$ cat config.mk
export PLATFORM = sky130hd
export DESIGN_NAME = pgxlat_top
export DESIGN_NICKNAME = d
export VERILOG_FILES = /design/src/rtl/pgxlat_pkg.sv /design/src/rtl/pgxlat_tlb.sv /design/src/rtl/pgxlat_walker.sv /design/src/rtl/pgxlat_top.sv
export SDC_FILE = /design/constraint.sdc
export NUM_CORES = 1
export LEC_CHECK = 0
export ABC_AREA = 1
export BUFFER_PORTS_ARGS = -buffer_cell sky130_fd_sc_hd__buf_2
export CAP_MARGIN = 30
export CORE_ASPECT_RATIO = 0.75
export CORE_MARGIN = 1.5
export CORE_UTILIZATION = 55
export DETAILED_ROUTE_END_ITERATION = 7
export PLACE_DENSITY = 0.72
export RECOVER_POWER = 100
export SKIP_LAST_GASP = 1
export SYNTH_ARGS = -nofsm -noshare
export SYNTH_HDL_FRONTEND = slang
export SYNTH_SLANG_ARGS = --single-unit
$ cat constraint.sdc
create_clock -name clk -period 5.65 [get_ports clk]
set_input_delay 1.13 -clock clk [delete_from_list [all_inputs] [get_ports clk]]
set_output_delay 1.13 -clock clk [all_outputs]
set_load 0.02 [all_outputs]
$ cat src/rtl/pgxlat_pkg.sv
package pgxlat_pkg;
  localparam int VA_W  = 32;
  localparam int OFF_W = 12;
  localparam int IDX_W = 10;
  localparam int VPN_W = VA_W - OFF_W;
  localparam int PFN_W = VA_W - OFF_W;

  typedef enum logic [2:0] {
    ST_IDLE,
    ST_OUT_REQ,
    ST_OUT_WAIT,
    ST_IN_REQ,
    ST_IN_WAIT
  } walk_state_e;
endpackage

$ cat src/rtl/pgxlat_tlb.sv
module pgxlat_tlb #(
  parameter int ENTRIES = 8,
  parameter int VPN_W   = 20,
  parameter int PFN_W   = 20
) (
  input  logic             clk,
  input  logic             rst_n,
  input  logic [VPN_W-1:0] lookup_vpn,
  output logic             hit,
  output logic [PFN_W-1:0] hit_pfn,
  input  logic             fill_en,
  input  logic [VPN_W-1:0] fill_vpn,
  input  logic [PFN_W-1:0] fill_pfn,
  input  logic             flush
);
  localparam int PTR_W = (ENTRIES > 1) ? $clog2(ENTRIES) : 1;

  logic [ENTRIES-1:0] valid_q, valid_d;
  logic [ENTRIES-1:0] hit_vec;
  logic [ENTRIES-1:0] wr_en;
  logic [VPN_W-1:0]   vpn_q [ENTRIES];
  logic [PFN_W-1:0]   pfn_q [ENTRIES];
  logic [PTR_W-1:0]   ptr_q, ptr_d;

  // Parallel compare and per-entry write enable
  for (genvar g = 0; g < ENTRIES; g++) begin : g_entry
    assign hit_vec[g] = valid_q[g] && (vpn_q[g] == lookup_vpn);
    assign wr_en[g]   = fill_en && !flush && (ptr_q == PTR_W'(g));

    always_ff @(posedge clk) begin
      if (wr_en[g]) begin
        vpn_q[g] <= fill_vpn;
        pfn_q[g] <= fill_pfn;
      end
    end
  end

  assign hit = |hit_vec;

  always_comb begin
    hit_pfn = '0;
    for (int i = 0; i < ENTRIES; i++) begin
      hit_pfn = hit_pfn | (hit_vec[i] ? pfn_q[i] : '0);
    end
  end

  // Valid flags and round-robin pointer
  always_comb begin
    valid_d = valid_q;
    ptr_d   = ptr_q;
    if (flush) begin
      valid_d = '0;
    end else if (fill_en) begin
      valid_d[ptr_q] = 1'b1;
      ptr_d = (ptr_q == PTR_W'(ENTRIES - 1)) ? '0 : PTR_W'(ptr_q + 1'b1);
    end
  end

  always_ff @(posedge clk or negedge rst_n) begin
    if (!rst_n) begin
      valid_q <= '0;
      ptr_q   <= '0;
    end else begin
      valid_q <= valid_d;
      ptr_q   <= ptr_d;
    end
  end

  AST_TLB_ONE_HIT: assert property (@(posedge clk) disable iff (!rst_n)
    $countones(hit_vec) <= 1);
  AST_TLB_FLUSH_EMPTY: assert property (@(posedge clk) disable iff (!rst_n)
    flush |=> (valid_q == '0));
  AST_TLB_FILL_SETS: assert property (@(posedge clk) disable iff (!rst_n)
    (fill_en && !flush) |=> valid_q[$past(ptr_q)]);
endmodule

$ cat src/rtl/pgxlat_walker.sv
module pgxlat_walker
  import pgxlat_pkg::*;
(
  input  logic             clk,
  input  logic             rst_n,
  input  logic             req_valid,
  input  logic [VA_W-1:0]  req_vaddr,
  output logic             req_ready,
  input  logic             lk_hit,
  input  logic [PFN_W-1:0] lk_pfn,
  output logic             rsp_valid,
  output logic [VA_W-1:0]  rsp_paddr,
  output logic             rsp_fault,
  output logic             mem_req_valid,
  output logic [VA_W-1:0]  mem_req_addr,
  input  logic             mem_rsp_valid,
  input  logic [VA_W-1:0]  mem_rsp_data,
  input  logic             base_we,
  input  logic [VA_W-1:0]  base_data,
  output logic             fill_en,
  output logic [VPN_W-1:0] fill_vpn,
  output logic [PFN_W-1:0] fill_pfn
);
  walk_state_e      state_q, state_d;
  logic [VPN_W-1:0] vpn_q, vpn_d;
  logic [OFF_W-1:0] off_q, off_d;
  logic [PFN_W-1:0] tbl_q, tbl_d;
  logic [PFN_W-1:0] root_q;
  logic             rsp_valid_q, rsp_valid_d;
  logic             rsp_fault_q, rsp_fault_d;
  logic [VA_W-1:0]  rsp_paddr_q, rsp_paddr_d;
  logic             accept;
  logic             ld_req;
  logic             ld_tbl;
  logic             pte_ok;
  logic [IDX_W-1:0] outer_idx;
  logic [IDX_W-1:0] inner_idx;
  logic             unused_bits;

  assign unused_bits = ^{mem_rsp_data[OFF_W-1:1], base_data[OFF_W-1:0]};

  assign outer_idx = vpn_q[VPN_W-1 -: IDX_W];
  assign inner_idx = vpn_q[IDX_W-1:0];
  assign pte_ok    = mem_rsp_data[0];
  assign req_ready = (state_q == ST_IDLE);
  assign accept    = req_valid && req_ready;

  assign fill_vpn = vpn_q;
  assign fill_pfn = mem_rsp_data[VA_W-1:OFF_W];

  // Next-state and response logic
  always_comb begin
    state_d     = state_q;
    vpn_d       = vpn_q;
    off_d       = off_q;
    tbl_d       = tbl_q;
    ld_req      = 1'b0;
    ld_tbl      = 1'b0;
    fill_en     = 1'b0;
    rsp_valid_d = 1'b0;
    rsp_fault_d = 1'b0;
    rsp_paddr_d = rsp_paddr_q;
    unique case (state_q)
      ST_IDLE: begin
        if (accept) begin
          ld_req = 1'b1;
          vpn_d  = req_vaddr[VA_W-1:OFF_W];
          off_d  = req_vaddr[OFF_W-1:0];
          if (lk_hit) begin
            rsp_valid_d = 1'b1;
            rsp_paddr_d = {lk_pfn, req_vaddr[OFF_W-1:0]};
          end else begin
            state_d = ST_OUT_REQ;
          end
        end
      end
      ST_OUT_REQ: state_d = ST_OUT_WAIT;
      ST_OUT_WAIT: begin
        if (mem_rsp_valid) begin
          if (pte_ok) begin
            ld_tbl  = 1'b1;
            tbl_d   = mem_rsp_data[VA_W-1:OFF_W];
            state_d = ST_IN_REQ;
          end else begin
            rsp_valid_d = 1'b1;
            rsp_fault_d = 1'b1;
            rsp_paddr_d = '0;
            state_d     = ST_IDLE;
          end
        end
      end
      ST_IN_REQ: state_d = ST_IN_WAIT;
      ST_IN_WAIT: begin
        if (mem_rsp_valid) begin
          rsp_valid_d = 1'b1;
          state_d     = ST_IDLE;
          if (pte_ok) begin
            fill_en     = 1'b1;
            rsp_paddr_d = {mem_rsp_data[VA_W-1:OFF_W], off_q};
          end else begin
            rsp_fault_d = 1'b1;
            rsp_paddr_d = '0;
          end
        end
      end
      default: state_d = ST_IDLE;
    endcase
  end

  // Page-table read port
  always_comb begin
    mem_req_valid = 1'b0;
    mem_req_addr  = {tbl_q, inner_idx, 2'b00};
    if (state_q == ST_OUT_REQ) begin
      mem_req_valid = 1'b1;
      mem_req_addr  = {root_q, outer_idx, 2'b00};
    end else if (state_q == ST_IN_REQ) begin
      mem_req_valid = 1'b1;
    end
  end

  // Registers
  always_ff @(posedge clk or negedge rst_n) begin
    if (!rst_n) begin
      state_q     <= ST_IDLE;
      vpn_q       <= '0;
      off_q       <= '0;
      tbl_q       <= '0;
      root_q      <= '0;
      rsp_valid_q <= 1'b0;
      rsp_fault_q <= 1'b0;
      rsp_paddr_q <= '0;
    end else begin
      state_q     <= state_d;
      rsp_valid_q <= rsp_valid_d;
      rsp_fault_q <= rsp_fault_d;
      rsp_paddr_q <= rsp_paddr_d;
      if (ld_req) begin
        vpn_q <= vpn_d;
        off_q <= off_d;
      end
      if (ld_tbl) begin
        tbl_q <= tbl_d;
      end
      if (base_we) begin
        root_q <= base_data[VA_W-1:OFF_W];
      end
    end
  end

  assign rsp_valid = rsp_valid_q;
  assign rsp_fault = rsp_fault_q;
  assign rsp_paddr = rsp_paddr_q;

  AST_FAULT_ZERO_ADDR: assert property (@(posedge clk) disable iff (!rst_n)
    (rsp_valid && rsp_fault) |-> (rsp_paddr == '0));
  AST_HIT_ANSWERS_NEXT: assert property (@(posedge clk) disable iff (!rst_n)
    (accept && lk_hit) |=> (rsp_valid && !rsp_fault));
  AST_MISS_STALLS: assert property (@(posedge clk) disable iff (!rst_n)
    (accept && !lk_hit) |=> !req_ready);
  AST_READS_SPACED: assert property (@(posedge clk) disable iff (!rst_n)
    mem_req_valid |=> !mem_req_valid);
  AST_FILL_GOOD_RSP: assert property (@(posedge clk) disable iff (!rst_n)
    fill_en |=> (rsp_valid && !rsp_fault));
endmodule

$ cat src/rtl/pgxlat_top.sv
module pgxlat_top
  import pgxlat_pkg::*;
#(
  parameter int TLB_ENTRIES = 8
) (
  input  logic        clk,
  input  logic        rst_n,
  input  logic        req_valid,
  input  logic [31:0] req_vaddr,
  output logic        req_ready,
  output logic        rsp_valid,
  output logic [31:0] rsp_paddr,
  output logic        rsp_fault,
  output logic        mem_req_valid,
  output logic [31:0] mem_req_addr,
  input  logic        mem_rsp_valid,
  input  logic [31:0] mem_rsp_data,
  input  logic        base_we,
  input  logic [31:0] base_data,
  input  logic        flush
);
  logic             lk_hit;
  logic [PFN_W-1:0] lk_pfn;
  logic             fill_en;
  logic [VPN_W-1:0] fill_vpn;
  logic [PFN_W-1:0] fill_pfn;

  pgxlat_tlb #(
    .ENTRIES (TLB_ENTRIES),
    .VPN_W   (VPN_W),
    .PFN_W   (PFN_W)
  ) tlb_i (
    .clk        (clk),
    .rst_n      (rst_n),
    .lookup_vpn (req_vaddr[VA_W-1:OFF_W]),
    .hit        (lk_hit),
    .hit_pfn    (lk_pfn),
    .fill_en    (fill_en),
    .fill_vpn   (fill_vpn),
    .fill_pfn   (fill_pfn),
    .flush      (flush)
  );

  pgxlat_walker walk_i (
    .clk           (clk),
    .rst_n         (rst_n),
    .req_valid     (req_valid),
    .req_vaddr     (req_vaddr),
    .req_ready     (req_ready),
    .lk_hit        (lk_hit),
    .lk_pfn        (lk_pfn),
    .rsp_valid     (rsp_valid),
    .rsp_paddr     (rsp_paddr),
    .rsp_fault     (rsp_fault),
    .mem_req_valid (mem_req_valid),
    .mem_req_addr  (mem_req_addr),
    .mem_rsp_valid (mem_rsp_valid),
    .mem_rsp_data  (mem_rsp_data),
    .base_we       (base_we),
    .base_data     (base_data),
    .fill_en       (fill_en),
    .fill_vpn      (fill_vpn),
    .fill_pfn      (fill_pfn)
  );

  AST_STALL_NO_RSP_OVERLAP: assert property (@(posedge clk) disable iff (!rst_n)
    (!req_ready && !$past(req_ready)) |-> !rsp_valid);
endmodule

Word-level counts from Yosys, hierarchy flattened
Memories as Yosys holds them, arrays and structs flattened.
Cells that the tools add are included.
{"block": "word_totals", "reg_bits": 120, "ram_bits": 320, "mem_count": 2, "word_cells": 194}
{"name": "tlb_i.pfn_q", "words": 8, "width": 20, "read_ports": 8, "rd_clocked_by_memory_dff": 0, "wr": 1, "line_no": "pgxlat_tlb.sv:22", "source": "logic [PFN_W-1:0] pfn_q [ENTRIES];"}
{"name": "tlb_i.vpn_q", "words": 8, "width": 20, "read_ports": 8, "rd_clocked_by_memory_dff": 0, "wr": 1, "line_no": "pgxlat_tlb.sv:21", "source": "logic [VPN_W-1:0] vpn_q [ENTRIES];"}
{"block": "classes", "bitwise": 9, "add_sub_neg": 1, "eq_ne": 25, "magnitude_cmp": 2, "n_mux": 100, "reduce_logical": 45}
{"operator": "2-to-1 mux 20 bit", "count": 22}
{"operator": "OR reduction 20 bit", "count": 14}
{"operator": "2-to-1 mux 32 bit", "count": 7}
{"operator": "equality test 20 bit", "count": 8}
{"operator": "bitwise OR 20 bit", "count": 7}
{"operator": "case mux 32 bit (3 select lines)", "count": 1}
{"operator": "2-to-1 mux 3 bit", "count": 19}
{"operator": "2-to-1 mux 1 bit", "count": 45}
{"operator": "logical AND 1 bit", "count": 19}
{"operator": "2-to-1 mux 8 bit", "count": 2}
{"operator": "equality test 3 bit, second input constant", "count": 5}
{"operator": "case mux 3 bit (5 select lines)", "count": 1}
{"operator": "equality test 3 x 2 -> 1 bit, second input constant", "count": 4}
{"operator": "!= test 2 bit, second input constant", "count": 6}
{"operator": "bitwise OR 8 bit", "count": 1}
{"operator": "AND reduction 4 bit", "count": 2}
{"operator": "OR reduction 8 bit", "count": 1}
{"operator": "equality test 3 x 1 -> 1 bit, second input constant", "count": 2}
{"operator": "zero test 3 bit", "count": 2}
{"operator": "AND reduction 6 bit", "count": 1}
{"operator": "less-than comparator 3 x 4 -> 1 bit, second input constant", "count": 1}
{"operator": "adder 3 x 1 -> 3 bit, second input constant", "count": 1}
{"operator": "demux 1 bit (select 3 bit)", "count": 1}
{"operator": ">= comparator 3 x 1 -> 1 bit, second input constant", "count": 1}
{"operator": "other kinds (9)", "count": 9}

Depth between registers and ports, before layout
{"block": "logic_depth", "ltp_word": 15, "ltp_mapped": 16}

Cells and area by module
A second synthesis with hierarchy kept.
{"block": "hier_totals", "cells_unflattened": 2077, "area_unflattened_um2": 20405.8}
{"module": "pgxlat_tlb", "area_each_um2": 14901.8, "cells_per_inst": 1376, "seq_area_each_um2": 9884.5, "n_inst": 1}
{"module": "pgxlat_walker", "area_each_um2": 5504.0, "cells_per_inst": 701, "seq_area_each_um2": 2727.6, "n_inst": 1}

Worst setup path before layout
No wires, ideal clock.
{"block": "synth_path", "path_kind": "input to register", "from": "input port flush", "to": "memory tlb_i.pfn_q[0][0], enable pin", "setup_time_ns": 0.487, "required_ns": 5.163, "arrival_ns": 4.766, "setup_slack_ns": 0.397, "cell_stages": 5, "path_cell_list": "clkbuf_1 -> nor3_1 -> inv_1 -> clkbuf_1 -> nor3_1"}
{"element": "start, declared", "line_no": "pgxlat_top.sv:20", "source": "input logic flush"}
{"element": "zero test 1 bit", "line_no": "pgxlat_tlb.sv:28", "source": "assign wr_en[g] = fill_en && !flush && (ptr_q == PTR_W'(g));"}
{"element": "logical AND 1 bit (2 in a row)", "line_no": "pgxlat_tlb.sv:28"}
{"element": "net tlb_i.wr_en[0]", "line_no": "pgxlat_tlb.sv:20", "source": "logic [ENTRIES-1:0] wr_en;"}
{"element": "2-to-1 mux 1 bit", "line_no": "pgxlat_tlb.sv:31", "source": "if (wr_en[g]) begin"}
{"element": "2-to-1 mux 1 bit (implied by the code)", "line_no": "pgxlat_tlb.sv:33", "source": "pfn_q[g] <= fill_pfn;"}
{"element": "2-to-1 mux 1 bit (no source line) (7 in a row)"}
{"element": "end, declared", "line_no": "pgxlat_tlb.sv:22"}
The timed path passes the listed nets, and every way through them passes these cells.

Worst setup path after layout
{"block": "layout_path", "from": "input port flush", "to": "memory tlb_i.pfn_q[5][18] (netlist: tlb_i.pfn_q[1][38]), enable pin"}
{"element": "zero test 1 bit *", "line_no": "pgxlat_tlb.sv:28"}
{"element": "logical AND 1 bit * (2 in a row)", "line_no": "pgxlat_tlb.sv:28"}
{"element": "net tlb_i.wr_en[5]", "line_no": "pgxlat_tlb.sv:20"}
{"element": "2-to-1 mux 1 bit *", "line_no": "pgxlat_tlb.sv:31"}
{"element": "2-to-1 mux 1 bit (implied by the code) *", "line_no": "pgxlat_tlb.sv:33"}
{"element": "OR reduction 20 bit (no source line)"}
{"element": "2-to-1 mux 3 bit (no source line) / 2-to-1 mux 1 bit (equally long branches) (3 in a row)"}
The timed path passes the listed nets; every way through them passes the cells marked *.

==> results.txt <==
In this run, synthesis inferred 320 flip-flops with an integrated enable. In this run the standard cell core region covers 35000 um2. Counting flops with an async set or reset pin after synthesis yields a share of 27.3%. For this design, the CTS-stage hold fixing added 0 buffers.

Yosys instantiated no cell more often than sky130_fd_sc_hd__nand2_1. The worst register-to-register path has a depth of 12. The synthesized instance count is 2021. Across the whole layout, storage elements account for 12600 um2.

The total length of routed wires came out at 56300 um. Cell chosen for the clock root: sky130_fd_sc_hd__clkbuf_16. The instance count after placement with tap cells included is 2556.

The congestion estimate from routability-driven global placement came to 0.927. The library cell occupying the most area in the post-synthesis netlist is sky130_fd_sc_hd__edfxtp_1. Total of flip-flops plus latches after synthesis: 440. From bottom edge to top edge, the die measures 167 um.

The number of antenna violations at the first check in global routing was 6; the total non-filler cell area in the finished layout was 22000 um2. After clock tree synthesis, the clock-pin slew on the worst setup and hold paths is 60 ps. Timing would allow up to 212 MHz.

For the total number of H-tree levels, the log shows 2. For the final standard cell utilization of the core, the log shows 62.8%. The worst hold path was traced through 2 stages. Setup violations remaining at the end of the flow were counted as 0.

After detailed routing, the number of remaining DRC violations is 0. The share of synthesized area in the top cell type comes to 48.7%. The die covers 37000 um2. The fraction of final layout cells sized beyond drive strength 1 was 8.85%. The checks that failed: max-capacitance violations, max-slew violations. The run gives 19700 um2 as the post-synthesis instance area. The area growth from synthesis to layout is 11.4%. The average routed wire per standard cell came out at 21.3 um. TritonCTS built the clock tree.

The total overflow left after global routing is 0. The detailed router's first-iteration violation count is 2178. STA classifies the critical path endpoint as a flip-flop. Prior to clock tree synthesis, the placed netlist has a worst setup slack of 1270 ps. The clock period could shrink to 4720 ps.

The run gives 63.9% as the portion of the post-synthesis area used by sequential elements. Hold timing on the final database bottoms out at a slack of 483 ps. The logs give 440 for the total number of clock tree sinks and 34 for the distinct cell type count after synthesis.

At the worst endpoint, the required time is 5750 ps. Setup repair after global routing left no endpoint under its margin. By area the synthesized netlist is led by sky130_fd_sc_hd__edfxtp_1 49%, sky130_fd_sc_hd__dfrtp_1 15%, sky130_fd_sc_hd__nand2_1 12%. The tools report the total negative setup slack as 0 ps. The later pin in the worst-skew pair is clocked with a latency of 560 ps. The logs give 0 for the total setup buffers inserted after CTS and 14300 for the via count of the first global-routing pass. Across the VDD grid, the largest voltage drop is 0.000289 V. The initial standard-cell utilization of the core is 56.4%. The minimum setup slack in the final design was 930 ps; the number of warning messages in the yosys log was 0. Dividing the detail-routed via count by the number of cells gives 5.78. The HPWL after detailed placement is 35400 um. In this run the worst hold path is classified as reg2reg.

Transition time at the pin with the least slew margin: 3180 ps. The filler cells instantiated in the layout total 2844. The detail route stage leaves a number of antenna-violating nets equal to 0. In this run the critical register-to-register path is launched from walk_i.state_q[2]$_DFFE_PN0P_.

The row count was 59. Count of nets after finishing: 2253. Port buffering added 144 buffers.

The number of top-level design ports came out at 170. Power spread over the standard cell area amounts to 426 nW/um2. The first-pass iteration count of the detailed router was 6; the number of CTS-inserted buffers was 43. Max-cap violations in this run came to 11. For the relative slew slack, the log shows -112%. The multi-input combinational cells in the finished layout cover a total of 5770 um2. Entering global routing, the biggest net connects 73 pins.

The number of resized instances in the post-cts repair step was 0; the per-instance average area after synthesis was 9.76 um2. The number of slew-limit violations in the final report came out at 424. The first global-routing pass estimated 84300 um of wire.

The highest fanout seen on the critical path works out to 40. For this design the static power due to leakage is 9.37 nW. Summing over every cut layer, the via total after detailed routing is 15300.

By count the netlist is led by 623 x sky130_fd_sc_hd__nand2_1, 320 x sky130_fd_sc_hd__edfxtp_1, 200 x sky130_fd_sc_hd__nor2_1. In the synthesized netlist the dominant register cell turns out to be sky130_fd_sc_hd__edfxtp_1. In the finished design, the share of the clock period the worst path needs comes to 83.5%. The path with the worst hold slack has its endpoint at walk_i.off_q[9]$_DFFE_PN0P_. The critical path is of the in2reg type.

The horizontal die dimension came out at 222 um. The tools report the nature of the critical path startpoint as an input pin. The run gives 4820 ps as the critical path arrival. The logs give 0 for the final hold violation count and 9.35 mW for the overall power after layout.

In this run the cell area measured after placement is 20800 um2. Excluding fillers, the count of instances in the completed layout stands at 2638. The worst register-to-register path ends at walk_i.rsp_paddr[17]$_DFFE_PN0P_. The longest clock path from root to sink contains 3 buffers.

The worst hold path begins at walk_i.off_q[9]$_DFFE_PN0P_. The run gives 30.4% as the total routing usage reported by global routing. The tools report the worst reg-to-reg setup slack as 1100 ps. Between clock sinks in the finished design, the worst skew comes to 13.4 ps. The flow ran to the end, but the final reports show violations.
-- power by group --
group | internal (mW) | switching (mW)
clock network | 1.54 | 1.21
registers | 4.00 | 0.385
logic | 0.607 | 1.61
total | 6.14 | 3.21
-- metal layers --
metal / GRT usage, % / wire length [um]
met5: 1.42 / 24
met1: 45.3 / 23100
met3: 7.83 / 8080
met2: 44.0 / 23700
met4: 9.02 / 1390
-- sequential cells by signal (all words and copies together) (netlist names) --
signal            cells
tlb_i.pfn_q         160
walk_i.fill_vpn      20
walk_i.rsp_fault      1
tlb_i.vpn_q         160
walk_i.rsp_paddr     32
walk_i.rsp_valid      1
walk_i.root_q        20
walk_i.tbl_q         20
tlb_i.ptr_q           3
walk_i.off_q         12
walk_i.state_q        3
tlb_i.valid_q         8
-- worst max-delay path by stage --
stage | slack [ps] | start | depth (start not counted) | to
floorplan | 400 | flush | 5 | tlb_i.pfn_q[0][0]$_DFFE_PP_
global placement | 1310 | req_vaddr[17] | 16 | walk_i.rsp_paddr[25]$_DFFE_PN0P_
detailed placement | 1270 | req_vaddr[17] | 16 | walk_i.rsp_paddr[22]$_DFFE_PN0P_
CTS | 1820 | req_vaddr[17] | 16 | walk_i.rsp_paddr[17]$_DFFE_PN0P_
global route | 820 | flush | 5 | tlb_i.pfn_q[1][38]$_DFFE_PP_
finish | 930 | flush | 5 | tlb_i.pfn_q[1][38]$_DFFE_PP_
-- cells by family after synthesis --
logic type | after synthesis | share of synthesized area, %
muxes | 20 | 1.14
xor gates and xnor gates | 13 | 0.577
and+or+nand+nor | 1051 | 22.6
DFF | 440 | 63.9
AOI/OAI and AO/OA | 171 | 4.50
buffers and inverters | 319 | 6.88
other | 1 | 0.0190
adders and majority gates | 6 | 0.380
-- layout make-up --
cell class | count | area share [%]
Antenna cell | 1 | 0.0114
Clock buffer | 66 | 5.56
Clock inverter | 14 | 0.461
Inverter | 215 | 3.67
Multi-Input combinational cell | 1263 | 26.2
Sequential cell | 440 | 57.4
Tap cell | 457 | 2.60
Timing Repair Buffer | 182 | 4.04
-- critical path, cell delays in order --
cell                       delay, ps
sky130_fd_sc_hd__clkbuf_1        210
sky130_fd_sc_hd__nor3_1          540
sky130_fd_sc_hd__inv_1           370
sky130_fd_sc_hd__nor3_1          260
sky130_fd_sc_hd__clkbuf_1       2270
-- layout by cell type, fill, tap and decap left out, types with 8 or more instances in the layout --
master and instances:
sky130_fd_sc_hd__clkbuf_16 43, sky130_fd_sc_hd__nor2_1 201, sky130_fd_sc_hd__nand3_1 47, sky130_fd_sc_hd__a21oi_1 23
sky130_fd_sc_hd__xnor2_1 11, sky130_fd_sc_hd__dfrtp_1 120, sky130_fd_sc_hd__buf_2 56, sky130_fd_sc_hd__inv_2 16
sky130_fd_sc_hd__mux2_2 20, sky130_fd_sc_hd__clkbuf_1 113, sky130_fd_sc_hd__nand2_1 622, sky130_fd_sc_hd__buf_4 27
sky130_fd_sc_hd__o21ai_1 15, sky130_fd_sc_hd__o21ai_0 121, sky130_fd_sc_hd__nand4_1 159, sky130_fd_sc_hd__or2_2 8
sky130_fd_sc_hd__edfxtp_1 320, sky130_fd_sc_hd__inv_1 197
Note: power is estimated with default switching activity, not from simulation.
